## src/rtl/fp_trap_pkg.sv

```systemverilog
// Package: shared widths, exception bit positions and request kinds
// for the floating-point exception trap unit.
package fp_trap_pkg;
    localparam int EXC_W   = 6;
    localparam int SUM_W   = EXC_W + 1;
    localparam int SWC_BIT = EXC_W;

    localparam int EXC_INV = 0;
    localparam int EXC_DZE = 1;
    localparam int EXC_OVF = 2;
    localparam int EXC_UNF = 3;
    localparam int EXC_INE = 4;
    localparam int EXC_IOV = 5;

    typedef enum logic [1:0] {
        REQ_FLAGS     = 2'd0,
        REQ_SCR_PLAIN = 2'd1,
        REQ_SCR_CMP   = 2'd2,
        REQ_SCR_SWC   = 2'd3
    } req_kind_e;
endpackage

```

## src/rtl/fp_trap_csr.sv

```systemverilog
// Module: fp_trap_csr
// Holds the sticky status register and the enable register.
// Assumes: acc_i is already gated by request validity; a software write
// has priority over accumulation in the same cycle.
module fp_trap_csr
    import fp_trap_pkg::*;
(
    input  logic             clk,
    input  logic             rst_n,
    input  logic             wr_en_i,
    input  logic [EXC_W-1:0] wr_status_i,
    input  logic [EXC_W-1:0] wr_enable_i,
    input  logic [EXC_W-1:0] acc_i,
    output logic [EXC_W-1:0] status_o,
    output logic [EXC_W-1:0] enable_o
);
    logic [EXC_W-1:0] status_q;
    logic [EXC_W-1:0] enable_q;

    // Status: reset, load on write, otherwise collect sticky bits.
    always_ff @(posedge clk) begin
        if (!rst_n)       status_q <= '0;
        else if (wr_en_i) status_q <= wr_status_i;
        else              status_q <= status_q | acc_i;
    end

    // Enable: reset, load on write only.
    always_ff @(posedge clk) begin
        if (!rst_n)       enable_q <= '0;
        else if (wr_en_i) enable_q <= wr_enable_i;
    end

    assign status_o = status_q;
    assign enable_o = enable_q;

    assert_sticky_status_R10: assert property (@(posedge clk) disable iff (!rst_n)
        !wr_en_i |=> ((status_q & $past(status_q)) == $past(status_q)));

    assert_write_loads_R9: assert property (@(posedge clk) disable iff (!rst_n)
        wr_en_i |=> (status_q == $past(wr_status_i)) && (enable_q == $past(wr_enable_i)));
endmodule

```

## src/rtl/fp_flag_policy.sv

```systemverilog
// Module: fp_flag_policy
// Applies one of two trap policies to the flags raised by one operation.
// Assumes: purely combinational; the caller gates validity.
module fp_flag_policy
    import fp_trap_pkg::*;
(
    input  logic             swc_i,
    input  logic [EXC_W-1:0] flags_i,
    input  logic [EXC_W-1:0] ignore_i,
    input  logic [EXC_W-1:0] enable_i,
    output logic             raise_o,
    output logic [SUM_W-1:0] summary_o,
    output logic [EXC_W-1:0] acc_o
);
    logic [EXC_W-1:0] live;

    // Decide trap, summary and status contribution for the selected policy.
    always_comb begin
        live    = flags_i & ~ignore_i;
        raise_o = |live;
        if (swc_i) begin
            acc_o     = live;
            summary_o = {1'b1, live & enable_i};
        end else begin
            acc_o     = flags_i;
            summary_o = {1'b0, live};
        end
    end
endmodule

```

## src/rtl/fp_opnd_screen.sv

```systemverilog
// Module: fp_opnd_screen
// Classifies a raw double-precision operand and flags forbidden classes
// for the selected screening mode.
// Assumes: combinational; kind REQ_FLAGS yields no hit.
module fp_opnd_screen
    import fp_trap_pkg::*;
#(
    parameter int EXP_W  = 11,
    parameter int FRAC_W = 52,
    localparam int DATA_W = EXP_W + FRAC_W + 1
) (
    input  logic [DATA_W-1:0] operand_i,
    input  req_kind_e         kind_i,
    input  logic              ftz_i,
    output logic              hit_o,
    output logic [SUM_W-1:0]  summary_o,
    output logic [EXC_W-1:0]  acc_o
);
    logic              sign;
    logic [EXP_W-1:0]  expo;
    logic [FRAC_W-1:0] frac;
    logic exp_zero, exp_ones, frac_nz, denorm, nan_val, tiny_any_sign;

    // Split the operand into fields and derive its class.
    always_comb begin
        sign          = operand_i[DATA_W-1];
        expo          = operand_i[DATA_W-2 -: EXP_W];
        frac          = operand_i[FRAC_W-1:0];
        exp_zero      = (expo == '0);
        exp_ones      = (expo == '1);
        frac_nz       = (frac != '0);
        denorm        = exp_zero && frac_nz;
        nan_val       = exp_ones && frac_nz;
        tiny_any_sign = (denorm && sign) || (denorm && !sign);
    end

    // Apply the rules of the selected screening mode.
    always_comb begin
        hit_o     = 1'b0;
        summary_o = '0;
        acc_o     = '0;
        summary_o[EXC_INV] = 1'b1;
        unique case (kind_i)
            REQ_SCR_PLAIN: begin
                hit_o = denorm || exp_ones;
                acc_o[EXC_INV] = exp_ones;
            end
            REQ_SCR_CMP: begin
                hit_o = denorm || nan_val;
                acc_o[EXC_INV] = nan_val;
            end
            REQ_SCR_SWC: begin
                hit_o = tiny_any_sign && !ftz_i;
                summary_o[SWC_BIT] = 1'b1;
            end
            default: begin
                hit_o     = 1'b0;
                summary_o = '0;
            end
        endcase
    end
endmodule

```

## src/rtl/fp_dest_decode.sv

```systemverilog
// Module: fp_dest_decode
// Turns a register index into a one-hot register mask when enabled.
// Assumes: REG_CNT is at most 2**IDX_W.
module fp_dest_decode #(
    parameter int REG_CNT = 64,
    localparam int IDX_W  = $clog2(REG_CNT)
) (
    input  logic               en_i,
    input  logic [IDX_W-1:0]   idx_i,
    output logic [REG_CNT-1:0] mask_o
);
    for (genvar g = 0; g < REG_CNT; g++) begin : g_bit
        // One comparator per register bit.
        assign mask_o[g] = en_i && (idx_i == IDX_W'(g));
    end
endmodule

```

## src/rtl/fp_trap_unit.sv

```systemverilog
// Module: fp_trap_unit (top)
// Decides per cycle whether a floating-point request traps, builds the
// trap summary and destination mask, and maintains status/enable.
// Assumes: one request per cycle; trap outputs are combinational and
// valid in the request cycle; register effects appear after the edge.
module fp_trap_unit
    import fp_trap_pkg::*;
#(
    parameter int REG_CNT = 64,
    parameter int EXP_W   = 11,
    parameter int FRAC_W  = 52,
    localparam int IDX_W  = $clog2(REG_CNT),
    localparam int DATA_W = EXP_W + FRAC_W + 1
) (
    input  logic               clk,
    input  logic               rst_n,
    input  logic               valid_i,
    input  logic [1:0]         req_kind_i,
    input  logic               swc_i,
    input  logic [EXC_W-1:0]   exc_flags_i,
    input  logic [EXC_W-1:0]   ignore_i,
    input  logic [IDX_W-1:0]   dest_reg_i,
    input  logic [DATA_W-1:0]  operand_i,
    input  logic               ftz_i,
    input  logic               cfg_we_i,
    input  logic [EXC_W-1:0]   cfg_status_i,
    input  logic [EXC_W-1:0]   cfg_enable_i,
    output logic               trap_o,
    output logic [SUM_W-1:0]   trap_summary_o,
    output logic [REG_CNT-1:0] trap_dest_o,
    output logic [EXC_W-1:0]   status_o,
    output logic [EXC_W-1:0]   enable_o
);
    req_kind_e        kind;
    logic             is_flags;
    logic             pol_raise, scr_hit, flag_trap;
    logic [SUM_W-1:0] pol_sum, scr_sum;
    logic [EXC_W-1:0] pol_acc, scr_acc, acc;

    assign kind     = req_kind_e'(req_kind_i);
    assign is_flags = (kind == REQ_FLAGS);

    fp_flag_policy u_policy (
        .swc_i     (swc_i),
        .flags_i   (exc_flags_i),
        .ignore_i  (ignore_i),
        .enable_i  (enable_o),
        .raise_o   (pol_raise),
        .summary_o (pol_sum),
        .acc_o     (pol_acc)
    );

    fp_opnd_screen #(.EXP_W(EXP_W), .FRAC_W(FRAC_W)) u_screen (
        .operand_i (operand_i),
        .kind_i    (kind),
        .ftz_i     (ftz_i),
        .hit_o     (scr_hit),
        .summary_o (scr_sum),
        .acc_o     (scr_acc)
    );

    // Select the active path and gate everything by request validity.
    always_comb begin
        trap_o         = valid_i && (is_flags ? pol_raise : scr_hit);
        trap_summary_o = trap_o ? (is_flags ? pol_sum : scr_sum) : '0;
        acc            = valid_i ? (is_flags ? pol_acc : scr_acc) : '0;
        flag_trap      = trap_o && is_flags;
    end

    fp_dest_decode #(.REG_CNT(REG_CNT)) u_dest (
        .en_i   (flag_trap),
        .idx_i  (dest_reg_i),
        .mask_o (trap_dest_o)
    );

    fp_trap_csr u_csr (
        .clk         (clk),
        .rst_n       (rst_n),
        .wr_en_i     (cfg_we_i),
        .wr_status_i (cfg_status_i),
        .wr_enable_i (cfg_enable_i),
        .acc_i       (acc),
        .status_o    (status_o),
        .enable_o    (enable_o)
    );

    assert_no_trap_idle_R2: assert property (@(posedge clk) disable iff (!rst_n)
        !valid_i |-> !trap_o && (trap_summary_o == '0));

    assert_swc_marker_R4: assert property (@(posedge clk) disable iff (!rst_n)
        (trap_o && is_flags && swc_i) |-> trap_summary_o[SWC_BIT]);

    assert_plain_no_marker_R3: assert property (@(posedge clk) disable iff (!rst_n)
        (trap_o && is_flags && !swc_i) |-> !trap_summary_o[SWC_BIT]);

    assert_dest_onehot_R5: assert property (@(posedge clk) disable iff (!rst_n)
        $onehot0(trap_dest_o) && ((trap_dest_o != '0) == (trap_o && is_flags)));

    assert_screen_no_dest_R11: assert property (@(posedge clk) disable iff (!rst_n)
        (trap_o && !is_flags) |-> (trap_dest_o == '0));

    assert_cmp_inf_pass_R7: assert property (@(posedge clk) disable iff (!rst_n)
        (valid_i && kind == REQ_SCR_CMP && operand_i[DATA_W-2 -: EXP_W] == '1
         && operand_i[FRAC_W-1:0] == '0) |-> !trap_o);

    assert_ftz_pass_R8: assert property (@(posedge clk) disable iff (!rst_n)
        (valid_i && kind == REQ_SCR_SWC && ftz_i) |-> !trap_o);
endmodule

```

## config.mk

```make
export PLATFORM = sky130hd
export DESIGN_NAME = fp_trap_unit
export DESIGN_NICKNAME = d
export VERILOG_FILES = /design/src/rtl/fp_trap_pkg.sv /design/src/rtl/fp_trap_csr.sv /design/src/rtl/fp_flag_policy.sv /design/src/rtl/fp_opnd_screen.sv /design/src/rtl/fp_dest_decode.sv /design/src/rtl/fp_trap_unit.sv
export SDC_FILE = /design/constraint.sdc
export NUM_CORES = 1
export LEC_CHECK = 0
export BUFFER_PORTS_ARGS = -buffer_cell sky130_fd_sc_hd__buf_4
export CORE_MARGIN = 5
export CORE_UTILIZATION = 34
export CTS_BUF_LIST = sky130_fd_sc_hd__clkbuf_4 sky130_fd_sc_hd__clkbuf_8 sky130_fd_sc_hd__clkbuf_16
export CTS_CLUSTER_SIZE = 20
export DETAILED_ROUTE_END_ITERATION = 6
export PLACE_DENSITY_LB_ADDON = 0.05
export SETUP_SLACK_MARGIN = 0.2
export SYNTH_ARGS = -nofsm -noshare
export SYNTH_HDL_FRONTEND = slang
export SYNTH_SLANG_ARGS = --single-unit
```

## constraint.sdc

```tcl
create_clock -name clk -period 2.25 [get_ports clk]
set_input_delay 0.45 -clock clk [delete_from_list [all_inputs] [get_ports clk]]
set_output_delay 0.45 -clock clk [all_outputs]
set_load 0.005 [all_outputs]
```

# Word-level counts from Yosys, hierarchy flattened
# Cells that the tools add are included.
dict set report word_totals {
  register_bits 12
  latch_bits 0
  mem_bits_rw 0
  rom_bits 0
  word_cells 167
  memories 0
}
dict set report op_classes {
  addsub 0
  mul 0
  div_mod_pow 0
  order_cmp 0
  n_eq_ne 67
  shift 0
  muxes 12
  bitwise 4
  reduce_logical 82
}
# operator count
set ops {}
lappend ops {{$eq A6 B6 Y1 const B} 32}
lappend ops {{$eq A6 B5 Y1 const B} 16}
lappend ops {{$logic_and A1 B1 Y1} 71}
lappend ops {{$reduce_bool A52 Y1} 1}
lappend ops {{$eq A6 B4 Y1 const B} 8}
lappend ops {{$eq A6 B3 Y1 const B} 4}
lappend ops {{$mux W6} 4}
lappend ops {{$mux W7} 3}
lappend ops {{$and A6 B6 Y6} 2}
lappend ops {{$eq A6 B2 Y1 const B} 2}
lappend ops {{$eq A11 B11 Y1 const B} 1}
lappend ops {{$logic_not A11 Y1} 1}
lappend ops {{$eq A6 B1 Y1 const B} 1}
lappend ops {{$logic_not A6 Y1} 1}
lappend ops {{$not A6 Y6} 1}
lappend ops {{$or A6 B6 Y6} 1}
lappend ops {{$reduce_or A6 Y1} 1}
lappend ops {{$eq A2 B2 Y1 const B} 2}
lappend ops {{$logic_or A1 B1 Y1} 3}
lappend ops {{$mux W1} 3}
lappend ops {{$pmux W1 S3} 1}
lappend ops {{$reduce_or A3 Y1} 1}
lappend ops {{$eq A2 B1 Y1 const B} 1}
lappend ops {{$logic_not A1 Y1} 2}
lappend ops {{other kinds (2)} 2}

# Longest topological paths before layout
dict set report logic_depth {
  word_depth 10
  depth_mapped 7
}

# Modules after synthesis
# A second synthesis with hierarchy kept.
dict set report unflattened {
  cells_unflattened 268
  area_unflattened_um2 1858.0
}
# mod instances cells_each area_per_inst_um2
set by_module_without_submodules {}
lappend by_module_without_submodules {fp_trap_csr 1 39 473.0}
lappend by_module_without_submodules {fp_dest_decode 1 93 469.2}
lappend by_module_without_submodules {fp_opnd_screen 1 53 396.6}
lappend by_module_without_submodules {fp_trap_unit 1 53 361.6}
lappend by_module_without_submodules {fp_flag_policy 1 30 157.7}

# Worst setup path before layout
# OpenSTA, ideal clock, no wires.
dict set report synth_path {
  path_type {input -> output}
  startpoint {input req_kind_i[0]}
  endpoint {output trap_summary_o[6]}
  t_arrival_ns 1.654
  required_ns 1.800
  path_slack_ns 0.146
  stages 6
  cell_sequence {inv_1 > ha_1 > nand4_1 > nor3_1 > nor2_1 > o31ai_1}
}
dict set report synth_via {
  elab_chain_len 5
  elab_cells_between_ends 10
  cone_classes {eq/ne: 3; mux: 5; reduce/logical: 2}
}
# element line_no
set synth_rtl {}
lappend synth_rtl {{from (decl)} fp_trap_unit.sv:18} ;# input logic [1:0] req_kind_i,
lappend synth_rtl {{$eq A2 B2 Y1 / $eq A2 B1 Y1 (equally long branches)} fp_opnd_screen.sv:43} ;# unique case (kind_i)
lappend synth_rtl {{$pmux W1 S3} fp_opnd_screen.sv:43}
lappend synth_rtl {{$mux W1} fp_trap_unit.sv:64} ;# trap_o = valid_i && (is_flags ? pol_raise : scr_hit);
lappend synth_rtl {{$logic_and A1 B1 Y1} fp_trap_unit.sv:64}
lappend synth_rtl {{$mux W7 (*)} fp_trap_unit.sv:65} ;# trap_summary_o = trap_o ? (is_flags ? pol_sum : scr_sum) : '0;
lappend synth_rtl {{to (decl)} fp_trap_unit.sv:29} ;# output logic [SUM_W-1:0] trap_summary_o,
# Mark *: on every way between the ends. The rest lies on a longest branch, timed or not.

# Final worst setup path
dict set report layout_path {
  startpoint {input operand_i[21]}
  endpoint {output trap_o}
}
dict set report layout_via {
  elab_chain_len 8
  elab_cells_between_ends 12
  cone_classes {mux: 2; reduce/logical: 10}
}
# element line_no
set layout_rtl {}
lappend layout_rtl {{from (decl)} fp_trap_unit.sv:23} ;# input logic [DATA_W-1:0] operand_i,
lappend layout_rtl {{$reduce_bool A52 Y1 (*)} fp_opnd_screen.sv:31} ;# frac_nz = (frac != '0);
lappend layout_rtl {{$logic_and A1 B1 Y1} fp_opnd_screen.sv:32} ;# denorm = exp_zero && frac_nz;
lappend layout_rtl {{$logic_and A1 B1 Y1} fp_opnd_screen.sv:34} ;# tiny_any_sign = (denorm && sign) || (denorm && !sign);
lappend layout_rtl {{$logic_or A1 B1 Y1} fp_opnd_screen.sv:34}
lappend layout_rtl {{$logic_and A1 B1 Y1} fp_opnd_screen.sv:53} ;# hit_o = tiny_any_sign && !ftz_i;
lappend layout_rtl {{$pmux W1 S3 (*)} fp_opnd_screen.sv:43}
lappend layout_rtl {{$mux W1 (*)} fp_trap_unit.sv:64}
lappend layout_rtl {{$logic_and A1 B1 Y1 (*)} fp_trap_unit.sv:64}
lappend layout_rtl {{to (decl)} fp_trap_unit.sv:28} ;# output logic trap_o,
# Marks and branches as above.

==> impl_metrics.yaml <==
power_and_ir_drop:
  combPwrFrac: 0.517
  clkPwrFrac: 0.221
  swShare: 0.351
  intPower_mw: 0.586
  vdd_drop_max_mv: 0.364
  switchingPower_mw: 0.317
  seq_power_share: 0.262
  p_total_mw: 0.903
  p_leak_nw: 1.61
  powerDensity_nw_per_um2: 237
logic_synthesis:
  syn_avg_cell_area_um2: 6.30
  syn_area_um2: 1570
  ys_seq_elements: 12
  synth_cells: 249
  seq_area_frac_synth: 0.153
  yosysUniqueCellTypes: 35
  synth.net_count: 355
  ys_warn_count: 0
timing:
  holdWs_ns: 0.465
  worst_slack_ns: -0.0171
  finClkSkew_ns: 0
  period_needed_ns: 2.27
  worst_pin_slew_ns: 0.404
  max_freq_ghz: 0.441
  setup_violations: 2
  maxSlewViolCount: 0
  max-slew-margin-rel: 0.728
  rsz0062_at_grt: "yes"
  fin_crit_sh: 1.01
  hold_viol_final: 0
clock_network:
  cts_root_buf: "clkbuf_8"
  worstSkewPairLatency_ns: 0.24
  cts_max_path_buffers: 2
  cts_tree: "built"
  clkSinkCount: 12
  cts_inserted_buffers: 3
  path_clk_slew_ns: 0.05
  h-tree-depth: 1
floorplan:
  dieArea_um2: 6070
  io_pins: 186
  core-area_um2: 4410
  rows: 24
  initial_utilization: 0.355
  die_w_um: 77.9
  die_y_um: 77.9
final_layout:
  antennaDiodeCount: 0
  fillers: 262
  drive_above_1_share: 0.627
  nets: 561
  post-route-util: 0.864
  final_common_cell: "buf_4"
  area_growth_syn_to_layout_pct: 143
  layout_common_cells: "buf_4, nor2_1, nand2_1"
critical_path:
  cp_top_family: "simple AND/OR/NAND/NOR gates"
  cpMostUsedCell: "buf_4"
  required_ns: 1.80
  worstPathArrival_ns: 1.82
  crit_slowest_cell: "nor4_2"
  rrSetupSlack_ns: 1.09
  crit_buf_inv: 3
  r2r-end: "u_csr.status_o[0]"
  cp-start-kind: "primary input"
  cp_cell_sequence: "buf_4 -> nor4_2 -> nand4_1 -> nor4_2 -> buf_4 -> o22ai_1 -> buf_4"
  reg2reg_depth: 4
  crit_type: "primary input to output pin"
  cpPeakStageDelay_ns: 0.34
  worst-path-max-fanout: 4
  crit_end: "trap_o"
  crit_start: "operand_i[21]"
  end_kind: "output pin"
  worst-path-stages: 7
  r2r-start: "u_csr.status_o[0]"
global_route:
  grt_pass1_vias: 2633
  grt_pass1_wl_mm: 13.3
  antenna_found_initial: 0
  track_usage: 0.262
  grt_max_degree: 19
  grt_overflow: 0
place:
  place.gp.congestion: 0.806
  io_buffers: 184
  hpwl_mm: 6.55
  dp_slack_ns: -0.174
route:
  drtAntennaViolNets: 0
  dr.pass1.iters: 5
  num_vias: 2960
  drc: 0
  wl_mm: 10.4
  drtIter0Drc: 311
  via_per_inst: 5.86
  wire_per_inst_um: 20.6
status:
  violations: "negative setup slack"
  outcome: "complete, but fails checks"
min_path:
  hold_path.class: "primary input to flop"
flow_run:
  max_cap_viol_count: 0
## through the flow
stage | setup TNS [ns] | cells | area [um^2]
4_1_cts | 0 | 496 | 3380
2_1_floorplan | 0 | 249 | 1570
5_1_grt | -0.0664 | 505 | 3810
3_3_place_gp | -1.40 | 482 | 3050
3_5_place_dp | -3.28 | 482 | 3050
6_report | -0.0291 | 505 | 3810
## cells in the mapped netlist, drive strengths merged
library cell	instances	share of area
mux2i	7	0.045
nor4	25	0.10
nand3	8	0.026
nor2b	18	0.072
a311oi	1	0.0056
dfxtp	12	0.15
nor3b	3	0.014
or3	1	0.0040
o2111ai	7	0.039
nor3	20	0.064
o221ai	3	0.021
a21oi	7	0.022
nand4	7	0.032
o2111a	2	0.014
o31ai	1	0.0048
inv	9	0.022
ha	4	0.032
and2	2	0.0080
or2	2	0.0080
o22ai	1	0.0040
a31oi	5	0.020
nand2b	7	0.028
o21ai	10	0.034
nand2	20	0.048
o41ai	1	0.0056
o211ai	3	0.014
nor2	46	0.11
buf	7	0.024
clkbuf	9	0.022
o311ai	1	0.0056
## layout make-up
class | instances | area (um^2) | share of cell area
tap | 52 | 65.1 | 0.0171
timing repair buffer | 215 | 1730 | 0.452
sequential | 12 | 240 | 0.0630
multi-input combinational | 214 | 1690 | 0.444
inverter | 9 | 47.5 | 0.0125
clock buffer | 3 | 41.3 | 0.0108
## how the worst min path moves through the flow
stage	start	to	cells after the start
after detailed placement	u_csr.status_o[4]	u_csr.status_o[4]	2
final	cfg_enable_i[1]	u_csr.enable_o[1]	3
after floorplan	u_csr.status_o[1]	u_csr.status_o[1]	2
after CTS	cfg_enable_i[1]	u_csr.enable_o[1]	3
after global routing	cfg_enable_i[1]	u_csr.enable_o[1]	3
after global placement	u_csr.status_o[3]	u_csr.status_o[3]	2
## flip-flops by register name (all words and copies together), names as in the netlist
| name | flops |
|---|---|
| u_csr.enable_o | 6 |
| u_csr.status_o | 6 |
## worst register-to-register path, cell delays in order, from the launching register on
cell,delay [ns]
dfxtp_1,0.31
or3_1,0.31
o2111a_1,0.15
nand3_1,0.11
o221ai_1,0.14
## power by group through the flow
stage          sequential, mW  combinational, mW  clock (mW)
2_1_floorplan           0.241              0.129           0
3_3_place_gp            0.240              0.331           0
3_5_place_dp            0.241              0.338           0
4_1_cts                 0.236              0.390       0.202
5_1_grt                 0.239              0.497       0.210
6_report                0.237              0.467       0.199
## repair_timing
item                                    4_1_cts  5_1_grt
buffers inserted                              9        8
gates cloned                                  2        1
pin swaps                                    13       29
gates resized for setup                      42       78
hold buffers                                  0        0
endpoints found under the setup margin       72       67
## metal layers
| metal | vias to the layer above | part of all wire | GRT usage |
|---|---|---|---|
| li1 | 1329 | - | - |
| met5 | - | 0 | 0 |
| met3 | 41 | 0.092 | 0.0602 |
| met1 | 1385 | 0.34 | 0.296 |
| met4 | 0 | 0.045 | 0.0912 |
| met2 | 205 | 0.52 | 0.477 |
## cell families (layout without fill, tap and decap cells)
group | Yosys count | in the layout | share of synthesized area
adder cells (fa/ha/maj) | 4 | 4 | 0.0319
multiplexers | 7 | 7 | 0.0447
AO/OA/AOI/OAI | 42 | 44 | 0.191
buffers and inverters | 25 | 227 | 0.0670
flip-flops | 12 | 12 | 0.153
AND/OR/NAND/NOR | 159 | 159 | 0.513
Power figures use the tool's default switching activity.
